--- src/rtl/shiftcarry_pkg.sv ---
package shiftcarry_pkg;

  typedef enum logic [2:0] {
    OP_RL   = 3'b000,
    OP_RR   = 3'b001,
    OP_RLC  = 3'b010,
    OP_RRC  = 3'b011,
    OP_SAL  = 3'b100,
    OP_SAR  = 3'b101,
    OP_IDLE = 3'b110,
    OP_IDL2 = 3'b111
  } shiftOp_e;

  typedef enum logic [1:0] {
    FILL_WRAP  = 2'b00,
    FILL_CARRY = 2'b01,
    FILL_ZERO  = 2'b10,
    FILL_SIGN  = 2'b11
  } fill_e;

  typedef enum logic [1:0] {
    CIN_ZERO  = 2'b00,
    CIN_ONE   = 2'b01,
    CIN_KEEP  = 2'b10,
    CIN_KEEP2 = 2'b11
  } cinMode_e;

  typedef struct packed {
    logic  load;
    logic  goLeft;
    fill_e fillSel;
  } strobes_t;

endpackage

--- src/rtl/acc_shift_ctrl.sv ---
module acc_shift_ctrl
  import shiftcarry_pkg::*;
#(
  parameter int OP_W = 3
) (
  input  logic            clk,
  input  logic            rstN,
  input  logic            opEn,
  input  logic [OP_W-1:0] opCode,
  output strobes_t        strb
);

  shiftOp_e opDec;

  assign opDec = shiftOp_e'(opCode);

  always_comb begin
    strb = '{load: 1'b0, goLeft: 1'b0, fillSel: FILL_WRAP};
    unique case (opDec)
      OP_RL:  strb = '{load: opEn, goLeft: 1'b1, fillSel: FILL_WRAP};
      OP_RR:  strb = '{load: opEn, goLeft: 1'b0, fillSel: FILL_WRAP};
      OP_RLC: strb = '{load: opEn, goLeft: 1'b1, fillSel: FILL_CARRY};
      OP_RRC: strb = '{load: opEn, goLeft: 1'b0, fillSel: FILL_CARRY};
      OP_SAL: strb = '{load: opEn, goLeft: 1'b1, fillSel: FILL_ZERO};
      OP_SAR: strb = '{load: opEn, goLeft: 1'b0, fillSel: FILL_SIGN};
      default: strb = '{load: 1'b0, goLeft: 1'b0, fillSel: FILL_WRAP};
    endcase
  end

  // the idle codes never raise the load strobe
  p_idle_no_load_r8: assert property (@(posedge clk) disable iff (!rstN)
    (opCode[OP_W-1:OP_W-2] == 2'b11) |-> !strb.load);

  // no load strobe without the enable
  p_no_enable_no_load_r9: assert property (@(posedge clk) disable iff (!rstN)
    !opEn |-> !strb.load);

endmodule

--- src/rtl/acc_shift_dp.sv ---
module acc_shift_dp
  import shiftcarry_pkg::*;
#(
  parameter int DATA_W = 8
) (
  input  logic              clk,
  input  logic              rstN,
  input  strobes_t          strb,
  input  logic [DATA_W-1:0] accIn,
  input  logic              carryIn,
  input  logic [1:0]        cinMode,
  output logic [DATA_W-1:0] accQ,
  output logic              carryQ,
  output logic              aluCarryIn
);

  localparam int MSB = DATA_W - 1;

  logic              exitBit;
  logic              fillBit;
  logic [DATA_W-1:0] shifted;

  // exit multiplexer: the end bit that leaves the word
  assign exitBit = strb.goLeft ? accIn[MSB] : accIn[0];

  // fill multiplexer: the bit that enters the vacated end
  always_comb begin
    unique case (strb.fillSel)
      FILL_WRAP:  fillBit = strb.goLeft ? accIn[MSB] : accIn[0];
      FILL_CARRY: fillBit = carryIn;
      FILL_ZERO:  fillBit = 1'b0;
      FILL_SIGN:  fillBit = accIn[MSB];
      default:    fillBit = 1'b0;
    endcase
  end

  assign shifted = strb.goLeft ? {accIn[MSB-1:0], fillBit}
                               : {fillBit, accIn[MSB:1]};

  always_ff @(posedge clk) begin
    if (!rstN) begin
      accQ   <= '0;
      carryQ <= 1'b0;
    end else if (strb.load) begin
      accQ   <= shifted;
      carryQ <= exitBit;
    end
  end

  // adder carry-in source
  always_comb begin
    unique case (cinMode_e'(cinMode))
      CIN_ZERO: aluCarryIn = 1'b0;
      CIN_ONE:  aluCarryIn = 1'b1;
      default:  aluCarryIn = carryIn;
    endcase
  end

  // a left move puts the old MSB into the carry
  p_left_carry_r2: assert property (@(posedge clk) disable iff (!rstN)
    (strb.load && strb.goLeft) |=> (carryQ == $past(accIn[MSB])));

  // a right move puts the old LSB into the carry
  p_right_carry_r3: assert property (@(posedge clk) disable iff (!rstN)
    (strb.load && !strb.goLeft) |=> (carryQ == $past(accIn[0])));

  // a left rotate through carry moves the old carry into bit 0
  p_rlc_fill_r4: assert property (@(posedge clk) disable iff (!rstN)
    (strb.load && strb.goLeft && strb.fillSel == FILL_CARRY)
      |=> (accQ[0] == $past(carryIn)));

  // an arithmetic right shift keeps the sign bit
  p_sign_keep_r7: assert property (@(posedge clk) disable iff (!rstN)
    (strb.load && strb.fillSel == FILL_SIGN) |=> (accQ[MSB] == $past(accIn[MSB])));

  // the state holds without a load
  p_hold_r9: assert property (@(posedge clk) disable iff (!rstN)
    !strb.load |=> ($stable(accQ) && $stable(carryQ)));

  // a forced carry-in ignores the flag
  p_cin_forced_r10: assert property (@(posedge clk) disable iff (!rstN)
    (cinMode[1] == 1'b0) |-> (aluCarryIn == cinMode[0]));

endmodule

--- src/rtl/acc_shift_unit.sv ---
module acc_shift_unit
  import shiftcarry_pkg::*;
#(
  parameter int DATA_W = 8,
  parameter int OP_W   = 3
) (
  input  logic              clk,
  input  logic              rstN,
  input  logic              opEn,
  input  logic [OP_W-1:0]   opCode,
  input  logic [DATA_W-1:0] accIn,
  input  logic              carryIn,
  input  logic [1:0]        cinMode,
  output logic [DATA_W-1:0] accOut,
  output logic              carryOut,
  output logic              aluCarryIn
);

  strobes_t strb;

  acc_shift_ctrl #(.OP_W(OP_W)) uCtrl (
    .clk   (clk),
    .rstN  (rstN),
    .opEn  (opEn),
    .opCode(opCode),
    .strb  (strb)
  );

  acc_shift_dp #(.DATA_W(DATA_W)) uDp (
    .clk       (clk),
    .rstN      (rstN),
    .strb      (strb),
    .accIn     (accIn),
    .carryIn   (carryIn),
    .cinMode   (cinMode),
    .accQ      (accOut),
    .carryQ    (carryOut),
    .aluCarryIn(aluCarryIn)
  );

  // reset clears both outputs
  p_reset_clear_r1: assert property (@(posedge clk)
    !rstN |=> (accOut == '0 && carryOut == 1'b0));

endmodule

--- config.mk ---
export PLATFORM = sky130hd
export DESIGN_NAME = acc_shift_unit
export DESIGN_NICKNAME = d
export VERILOG_FILES = /design/src/rtl/shiftcarry_pkg.sv /design/src/rtl/acc_shift_ctrl.sv /design/src/rtl/acc_shift_dp.sv /design/src/rtl/acc_shift_unit.sv
export SDC_FILE = /design/constraint.sdc
export NUM_CORES = 1
export LEC_CHECK = 0
export BUFFER_PORTS_ARGS = -buffer_cell sky130_fd_sc_hd__buf_4
export CAP_MARGIN = 20
export CORE_AREA = 4 4 41 43
export CTS_CLUSTER_DIAMETER = 80
export DETAILED_ROUTE_END_ITERATION = 12
export DIE_AREA = 0 0 45 47
export PLACE_DENSITY_LB_ADDON = 0.15
export RECOVER_POWER = 50
export SETUP_SLACK_MARGIN = 0.2
export SLEW_MARGIN = 10
export SYNTH_ARGS = -nofsm -noshare
export SYNTH_HDL_FRONTEND = slang
export SYNTH_HIERARCHICAL = 1
export SYNTH_SLANG_ARGS = --single-unit
--- constraint.sdc ---
create_clock -name clk -period 1.2 [get_ports clk]
set_clock_uncertainty 0.1 [all_clocks]
set_input_delay 0 -clock clk [delete_from_list [all_inputs] [get_ports clk]]
set_output_delay 0 -clock clk [all_outputs]
set_load 0.05 [all_outputs]
**Yosys cells after proc, flatten, opt, wreduce, memory -nomap -nowiden**

Cells that the tools add are included.

- Equality and inequality tests: 9
- Reduce and logical (&&, ||, !) cells: 3
- Muxes and demuxes: 5

Operators by type and width:

| cell | count |
|---|---|
| 4-bit case mux with 6 select lines | 1 |
| 8-bit two-way mux | 1 |
| 3-bit by 2-bit == test with 1-bit output, second input constant | 2 |
| 3-bit == test, second input constant | 2 |
| 2-bit by 1-bit == test with 1-bit output, second input constant | 2 |
| 2-bit == test, second input constant | 2 |
| 2-bit logical NOT | 2 |
| 1-bit case mux with 4 select lines | 1 |
| 3-bit by 1-bit == test with 1-bit output, second input constant | 1 |
| 3-bit logical NOT | 1 |
| 1-bit case mux with 2 select lines | 1 |
| 1-bit two-way mux | 1 |

- Word-level logic and storage cells: 19
- Output and inout bits: 10
- Input port bits: 17
- Flip-flop bits (word level): 9

**Depth between registers and ports, before layout**

Gate-level depths: netlist (run 1).

- Depth after elaboration: 5
- Mapped depth: 5
- Mapped depth without buffers: 5

**Cells and area by module**

Netlist (run 1), hierarchy kept.

Modules (own cells, without submodules):

| module | times used | area an instance (µm²) | cells an instance |
|---|---|---|---|
| acc_shift_dp | 1 | 485.5 | 48 |
| acc_shift_ctrl | 1 | 32.5 | 5 |

**Worst setup path before layout (run 1)**

OpenSTA, ideal clock, no wires.

- Path kind: register to register
- Start: register uDp/accQ[7] (netlist name)
- End: register uDp.accQ[7]
- Setup time: 116 ps
- Slack: 96 ps
- Cell stages (with the launch flop): 3
- Data required time: 984 ps
- Buffers on the path: 0
- Data arrival time: 888 ps
- Period minus slack after synthesis: 1,104 ps
- Cell sequence: dfxtp_1 and3b_1 a41o_1

RTL lines:

| item | RTL line | RTL |
|---|---|---|
| to (signal assigned) | acc_shift_dp.sv:45 | `accQ <= shifted;` |
| to (decl) | acc_shift_dp.sv:12 | `output logic [DATA_W-1:0] accQ,` |

**Worst setup path after layout (run 1)**

- Start: input carryIn
- End: register uDp.accQ[0]

- Word-level cells in the longest chain between the ends: 2

Ends and longest elaborated chain:

| item | RTL line | RTL |
|---|---|---|
| from (decl) | acc_shift_unit.sv:12 | `input logic carryIn,` |
| 1-bit case mux with 4 select lines | acc_shift_dp.sv:28 | `unique case (strb.fillSel)` |
| 8-bit two-way mux | acc_shift_dp.sv:37 | `assign shifted = strb.goLeft ? {accIn[MSB-1:0], fillBit}` |

No other way between the ends.
A chain may end at the register's enable or synchronous reset.

==> results of run 1 <==
==> final timing paths <==
check | slack, ns | from | depth (start not counted) | end
setup / recovery | 0.22 | carryIn | 4 | uDp/accQ[0]
hold / removal | -0.01 | accIn[6] | 3 | uDp/accQ[7]
setup reg to reg | 0.32 | uDp/accQ[7] | 2 | uDp/accQ[7]
hold reg to reg | 0.38 | uDp/accQ[0] | 2 | uDp/accQ[0]
==> through the flow <==
step | area (sq um) | hold WS, ns
2_1_floorplan | 523.0 | 0.07127
3_3_place_gp | 733.2 | 0.1979
3_5_place_dp | 733.2 | 0.2156
4_1_cts | 789.5 | -0.05019
5_1_grt | 810.8 | -0.005974
6_report | 810.8 | -0.01234
==> area by class of cell <==
cell class / instances / share of cell area
well taps: 15 / 0.02315
flip-flops and latches: 9 / 0.2238
repair buffers: 35 / 0.3210
inverters: 1 / 0.004630
multi-input cells: 39 / 0.3951
clock buffers: 4 / 0.03241
==> critical path, cell delays in order <==
cell and delay, ns:
buf_4 0.12, dlygate4sd3_1 0.57, a221oi_2 0.26, o21ai_1 0.08
==> power breakdown <==
group / switching (mW) / internal [mW] / total, mW
clock: 0.110 / 0.128 / 0.238
sequential: 0.0115 / 0.323 / 0.335
combinational: 0.179 / 0.132 / 0.311
==> timing repair <==
action,CTS,global route
setup endpoints to repair,0,2
endpoints found under the hold margin,9,8
hold buffers,3,3
resized for setup,0,1
==> state kept, by name (all words and copies together) (netlist names) <==
register / cells
uDp/carryQ: 1
uDp/accQ: 8
==> per-layer routing <==
metal	track usage	vias up
li1	-	269
met1	0.1651	225
met2	0.2345	14
met3	0.04598	2
met4	0.1696	0
met5	0	-
==> logic make-up after synthesis <==
kind of cell | Yosys count | share of synthesized area
XOR/XNOR | 1 | 0.01691
multiplexers | 10 | 0.1957
AND/OR/NAND/NOR | 13 | 0.1280
AO/OA/AOI/OAI | 15 | 0.2536
flip-flops | 9 | 0.3478
buffers and inverters | 5 | 0.05795
==> Yosys cell counts <==
cell      n  area share
dfxtp_1   9        0.35
nand3b_1  1       0.014
a31oi_1   1       0.012
and3b_1   1       0.017
a221oi_2  1       0.029
mux2i_1   9        0.17
mux2_2    1       0.022
nor2b_1   2       0.024
a21oi_1   1      0.0097
o211a_1   7        0.14
a41o_1    1       0.019
nand2_1   8       0.058
inv_1     1      0.0072
or2b_1    1       0.014
o211ai_1  1       0.014
o21ai_1   2       0.019
a21boi_0  1       0.014
xnor2_1   1       0.017
buf_2     3       0.029
buf_6     1       0.022
==> impl_metrics.tcl, run 1 <==
set metrics [dict create \
    status "complete, but fails checks" \
    violations "negative hold slack" \
    rows 13 \
    wl_met3_um 86 \
    maxSlewViolCount 0 \
    io_pins 27 \
    dieHeight_um 47 \
    coreArea_sq_um 1301 \
    die_width_um 45 \
    grt_pass1_wl_mm 2.208 \
    crit_fanout 3 \
    start_util 0.3981 \
    dpl_worst_slack_ns 0.02956 \
    first_iter_violations 2 \
    p_total_mw 0.8836 \
    grt_setup_unrepaired "true" \
    fill_cells 130 \
    post-route-period-util 0.8164 \
    max_cap_viol_count 0 \
    cts_tree "yes" \
    holdWs_ns -0.01234 \
    syn2layout_area_growth_pct 56.52 \
    htreeDepth 1 \
    required_ns 1.25 \
    fin_nets 106 \
    clkLatencyLatePin_ns 0.26 \
    seqCellArea_sq_um 181.4 \
    insertedDiodeCount 0 \
    grt_pass1_vias 527 \
    fin_util 0.6231 \
    worst-slew-pin-transition_ns 0.6057 \
    numPlacedInstances 93 \
    synthesis.nets 70 \
    layout_common_cells "buf_4, nand2_1, mux2i_1, dfxtp_1, o211a_1" \
    synth_cells 53 \
    grt_overflow_total 0 \
    antenna_found_initial 0 \
    wl_per_cell_um 12.78 \
    first_pass_iters 2 \
    portBuffers 26 \
    wirelength_mm 1.316 \
    cts_root_buffer "clkbuf_4" \
    final.setup.tns_ns 0 \
    multi_input_area_sq_um 320.3 \
    hold_class "in -> reg" \
    p_leak_nw 0.4275 \
    final_cells 103 \
    fmax_ghz 1.021 \
    setup_violations 0 \
    crit_type "in -> reg" \
    vias 510 \
    synth_cell_types 20 \
    clock-sinks 9 \
    start_kind "primary input" \
    drive_gt1_frac 0.3864 \
    yosysWarnings 6 \
    worstPathArrival_ns 1.03 \
    setup_ws_ns 0.2204 \
    hpwlAfterDp_um 923.7 \
    p_per_area_nw_per_um2 1090 \
    dr_wl_met2_um 660 \
    routabilityCongestion 0.7080 \
    numCtsBuffers 3 \
    peakVddDrop_mv 0.7420 \
    drc_errors 0 \
    clockBufferDepth 2 \
    postRouteAntennaNets 0 \
    hold_viol 4 \
    viasPerCell 4.951 \
    slew_headroom 0.5979 \
    layout.cells.most_common "buf_4" \
    die_area_sq_um 2115 \
    fin_crit_ns 0.9796 \
    syn_avg_cell_area_sq_um 9.774 \
    syn_area_sq_um 518.0 \
    cp-end-kind "flop" \
    highest_layer "met4" \
    ys_ff_latch 9 \
    grt_max_degree 16 \
    grt_use_total 0.1553 \
    synth_seq_area_share 0.3478 \
    clk_pin_slew_ns 0.06 \
    wirelength_met1_um 550 \
    post_cts_buffers 0 \
]
(Power assumes the default switching activity.)
==> run 2, diff against run 1 <==
==> constraint.sdc (replaced) <==
create_clock -name clk -period 0.97 [get_ports clk]
set_clock_uncertainty 0.1 [all_clocks]
set_input_delay 0 -clock clk [delete_from_list [all_inputs] [get_ports clk]]
set_output_delay 0 -clock clk [all_outputs]
set_load 0.05 [all_outputs]
==> run 2 against run 1 <==
Global-route usage fell by 2.8 points; routed wire length shrank 3.7%; critical endpoint is now uDp/accQ[7]; clock power up 20%; utilization up 6.3 points; combinational power rose by 37%; non-clock buffer count down 4; sequential share of layout area grew 1.3 points; design area increased by 10%; critical path depth down 2; cell count shrank 3.9%; the flow still finishes with violations (negative hold slack); largest power group is now combinational cells; via count fell by 5.9%; total power is 28% higher.
==> impl_metrics.tcl, run 2 (synthesis results as in run 1) <==
set metrics [dict create \
    cpLargestDelayFamily "flip-flops" \
    worstPathCellList "and3b_1, a41o_1" \
    fmax_ghz 1.133 \
    clock-sinks 9 \
    grt_pass1_vias 482 \
    viasPerCell 4.848 \
    grt_pass1_wl_mm 1.952 \
    crit_type "reg -> reg" \
    grt_overflow_total 0 \
    wl_per_cell_um 12.80 \
    syn2layout_area_growth_pct 72.22 \
    clkLatencyLatePin_ns 0.25 \
    required_ns 1.02 \
    antenna_found_initial 0 \
    dieHeight_um 47 \
    r2r_cells 2 \
    layout_common_cells "buf_4, mux2i_1, dfxtp_4, nand2_1, o211a_1" \
    start_util 0.3981 \
    worstPathArrival_ns 0.93 \
    post-route-period-util 0.9100 \
    numCtsBuffers 3 \
    cts_root_buffer "clkbuf_4" \
    coreArea_sq_um 1301 \
    top_regs "uDp/accQ (8), uDp/carryQ (1)" \
    fin_nets 102 \
    clk_pin_slew_ns 0.06 \
    start_kind "flop" \
    cp-end-kind "flop" \
    io_pins 27 \
    die_area_sq_um 2115 \
    rrSetupSlack_ns 0.09 \
    largest-register "uDp/accQ" \
    r2r-start "uDp/accQ[7]" \
    p_leak_nw 0.4472 \
    final_area_sq_um 892.1 \
    first_iter_violations 9 \
    holdWs_ns -0.05563 \
    grt_use_total 0.1271 \
    holdPathStages 3 \
    worst-path-buf-inv 0 \
    critPathLaunch "uDp/accQ[7]" \
    drc_errors 0 \
    largest_reg_flops 8 \
    cp_slowest_cell "dfxtp_4" \
    p_per_area_nw_per_um2 1263 \
    violations "negative hold slack" \
    portBuffers 26 \
    max_cap_viol_count 0 \
    vias 480 \
    maxSlewViolCount 0 \
    crit_fanout 2 \
    routabilityCongestion 0.7503 \
    cts_tree "yes" \
    peakVddDrop_mv 0.9215 \
    timing.rr.end "uDp/accQ[7]" \
    worst-slew-pin-transition_ns 0.3016 \
    setup_violations 0 \
    postRouteAntennaNets 0 \
    die_width_um 45 \
    hold_viol 9 \
    fin_crit_ns 0.8827 \
    layout.cells.most_common "buf_4" \
    hpwlAfterDp_um 947.3 \
    status "complete, but fails checks" \
    grt_max_degree 16 \
    drive_gt1_frac 0.5714 \
    rows 13 \
    grt_setup_unrepaired "true" \
    wirelength_mm 1.267 \
    min_to "uDp/accQ[0]" \
    hold_start "accIn[1]" \
    first_pass_iters 2 \
    hold_class "in -> reg" \
    place_area_sq_um 805.8 \
    htreeDepth 1 \
    slew_headroom 0.7986 \
    final.setup.tns_ns 0 \
    insertedDiodeCount 0 \
    slowest_delay_ns 0.34 \
    clockBufferDepth 2 \
    fill_cells 94 \
]
run 2: power breakdown:
group / total (mW) / internal [mW] / leakage [nW] / switching [mW]
clock network: 0.285 / 0.158 / 0.0150 / 0.126
logic: 0.426 / 0.200 / 0.352 / 0.226
registers: 0.416 / 0.397 / 0.0799 / 0.0193
run 2: through the flow:
step / total power, mW / instances / worst slack [ns] / hold WS, ns / utilization
final: 1.127 / 99 / 0.08733 / -0.05563 / 0.6856
after detailed placement: 0.8177 / 94 / -0.1792 / 0.2083 / 0.6192
after global routing: 1.195 / 99 / 0.04577 / -0.04455 / 0.6856
after floorplan: 0.6731 / 53 / 0.02067 / 0.07115 / -
after global placement: 0.8143 / 94 / -0.1932 / 0.2016 / 0.6192
after CTS: 1.163 / 99 / 0.08175 / -0.06169 / 0.7000
run 2: how the worst max path moves through the flow:
| stage | endpoint | slack, ns | cells after the start |
|---|---|---|---|
| 6_report | uDp/accQ[7] | 0.09 | 2 |
| 5_1_grt | uDp/accQ[3] | 0.05 | 6 |
| 4_1_cts | uDp/accQ[7] | 0.08 | 2 |
| 3_5_place_dp | uDp/accQ[7] | -0.18 | 5 |
| 3_3_place_gp | uDp/accQ[7] | -0.19 | 5 |
| 2_1_floorplan | uDp/accQ[7] | 0.02 | 2 |
run 2: cell type report:
class	instances	area [sq um]	share of cell area
clock buffers	4	26.28	0.02945
repair buffers	31	294.0	0.3296
inverters	1	3.754	0.004208
multi-input cells	39	337.8	0.3787
flip-flops and latches	9	211.5	0.2370
well taps	15	18.77	0.02104
run 2: routing by layer:
metal / part of all wire / track usage
met1: 0.39 / 0.1386
met2: 0.54 / 0.2429
met3: 0.079 / 0.04215
met4: 0 / 0.01754
met5: 0 / 0
run 2: worst reg2reg max path: cells and delay by family, from the launching register on:
kind             cells  cell delay (ns)
flip-flops           1             0.34
AO/OA/AOI/OAI        1             0.19
AND/OR/NAND/NOR      1             0.15
run 2: what timing repair did:
action,4_1_cts,5_1_grt
setup endpoints to repair,17,18
buffers inserted,1,0
pin swaps,1,0
endpoints found under the hold margin,9,9
gates cloned,0,0
resized for setup,19,2
==> run 3, diff against run 2 <==
==> constraint.sdc (replaced) <==
create_clock -name clk -period 1.1 [get_ports clk]
set_clock_uncertainty 0.1 [all_clocks]
set_input_delay 0 -clock clk [delete_from_list [all_inputs] [get_ports clk]]
set_output_delay 0 -clock clk [all_outputs]
set_load 0.05 [all_outputs]
==> run 3 against run 2 <==
The run still ends with negative hold slack left; hold slack better by 0.0042 ns; via count up 6.5%; routed wire length up 8.9%.
==> impl_metrics.tcl, run 3 (synthesis results as in run 1) <==
set metrics [dict create \
    crit_type "in -> reg" \
    viasPerCell 5.162 \
    peakVddDrop_mv 0.8170 \
    worst-slew-pin-transition_ns 0.4314 \
    largest-register "uDp/accQ" \
    grt_max_degree 12 \
    wl_per_cell_um 13.94 \
    layout.cells.most_common "buf_4" \
    cp-end-kind "flop" \
    maxSlewViolCount 0 \
    grt_overflow_total 0 \
    largest_reg_flops 8 \
    worstPathArrival_ns 0.98 \
    wirelength_mm 1.380 \
    post-route-period-util 0.8387 \
    fin_crit_ns 0.9225 \
    syn2layout_area_growth_pct 61.59 \
    layout_common_cells "buf_4, buf_6, mux2i_1, dfxtp_2" \
    grt_pass1_wl_mm 1.842 \
    violations "negative hold slack" \
    grt_pass1_vias 439 \
    hold_class "in -> reg" \
    worstPathCellList "buf_4, a21boi_0, buf_4, nand2_1, o211a_1" \
    final.setup.tns_ns 0 \
    slowest_delay_ns 0.38 \
    crit_fanout 11 \
    grt_use_total 0.1284 \
    status "complete, but fails checks" \
    slew_headroom 0.7098 \
    drc_errors 0 \
    fin_nets 102 \
    top_regs "uDp/accQ (8), uDp/carryQ (1)" \
    hpwlAfterDp_um 967.6 \
    max_cap_viol_count 0 \
    clockBufferDepth 2 \
    clkLatencyLatePin_ns 0.26 \
    cts_root_buffer "clkbuf_4" \
    p_per_area_nw_per_um2 1190 \
    clk_pin_slew_ns 0.06 \
    dieHeight_um 47 \
    cp_slowest_cell "a21boi_0" \
    portBuffers 26 \
    insertedDiodeCount 0 \
    p_leak_nw 0.4343 \
    first_pass_iters 4 \
    routabilityCongestion 0.6768 \
    required_ns 1.15 \
    antenna_found_initial 0 \
    io_pins 27 \
    first_iter_violations 6 \
    wl_met3_um 94 \
    cp_common_cell "buf_4" \
    grt_setup_unrepaired "true" \
    fin_util 0.6433 \
    highest_layer "met4" \
    fill_cells 122 \
    wirelength_met1_um 586 \
    die_width_um 45 \
    htreeDepth 1 \
    start_util 0.3981 \
    start_kind "primary input" \
    fmax_ghz 1.084 \
    die_area_sq_um 2115 \
    rows 13 \
    drive_gt1_frac 0.5833 \
    numCtsBuffers 3 \
    coreArea_sq_um 1301 \
    holdWs_ns -0.05146 \
    vias 511 \
    clock-sinks 9 \
    postRouteAntennaNets 0 \
    p_total_mw 0.9963 \
    setup_violations 0 \
    dr_wl_met2_um 674 \
    cts_tree "yes" \
    hold_viol 9 \
]
==> run 3: changes by cell type in the layout (fill, tap and decap cells not counted), moves of 4 or more <==
cell / before / now
buf_6: 3 / 8
dfxtp_4: 8 / 1
buf_8: 5 / 1
dfxtp_2: 1 / 8
==> run 3: power by group <==
group	total (mW)	internal (mW)	switching, mW
Combinational	0.361	0.163	0.198
Clock	0.259	0.140	0.119
Sequential	0.376	0.357	0.0188
Total	0.996	0.660	0.336
==> run 3: cell type report <==
type,count,area (sq um),area share
Multi-Input combinational cell,39,329.1,0.3931
Clock buffer,4,26.28,0.03139
Inverter,1,3.754,0.004484
Tap cell,15,18.77,0.02242
Timing Repair Buffer,31,265.3,0.3169
Sequential cell,9,193.9,0.2317
==> run 3: worst paths after layout <==
check        depth (start not counted)  slack, ns         from          end
max                                  5       0.18    opCode[2]  uDp/accQ[1]
min                                  2      -0.05         rstN  uDp/accQ[5]
max reg2reg                          2       0.21  uDp/accQ[7]  uDp/accQ[7]
min reg2reg                          1       0.38  uDp/accQ[5]  uDp/accQ[5]
==> run 3: critical path, delay by kind of cell <==
| kind | cells | cell delay [ns] |
|---|---|---|
| buffers and inverters | 2 | 0.40 |
| and+or+nand+nor | 1 | 0.08 |
| AOI/OAI and AO/OA | 2 | 0.50 |
==> run 3: per-stage QoR <==
step / hold WS [ns] / std cells / instance area (sq um) / setup slack, ns
after global routing: -0.06679 / 99 / 837.1 / 0.09632
after detailed placement: 0.2151 / 94 / 764.5 / -0.06808
after floorplan: 0.07115 / 53 / 546.8 / 0.1352
final: -0.05146 / 99 / 837.1 / 0.1775
after global placement: 0.2037 / 94 / 764.5 / -0.02820
after CTS: -0.06428 / 98 / 794.5 / 0.2031
==> run 3: layer usage <==
| layer | vias to the layer above | track usage |
|---|---|---|
| li1 | 259 | - |
| met1 | 231 | 0.1514 |
| met2 | 17 | 0.1836 |
| met3 | 4 | 0.03831 |
| met4 | 0 | 0.1228 |
| met5 | - | 0 |
==> run 3: timing repair <==
action                                  in CTS  in global routing
endpoints found under the setup margin       2                 15
hold endpoints to repair                     9                  9
cloned                                       0                  1
buffers inserted                             0                  0
pin swaps                                    1                  0
resized for setup                            1                 12
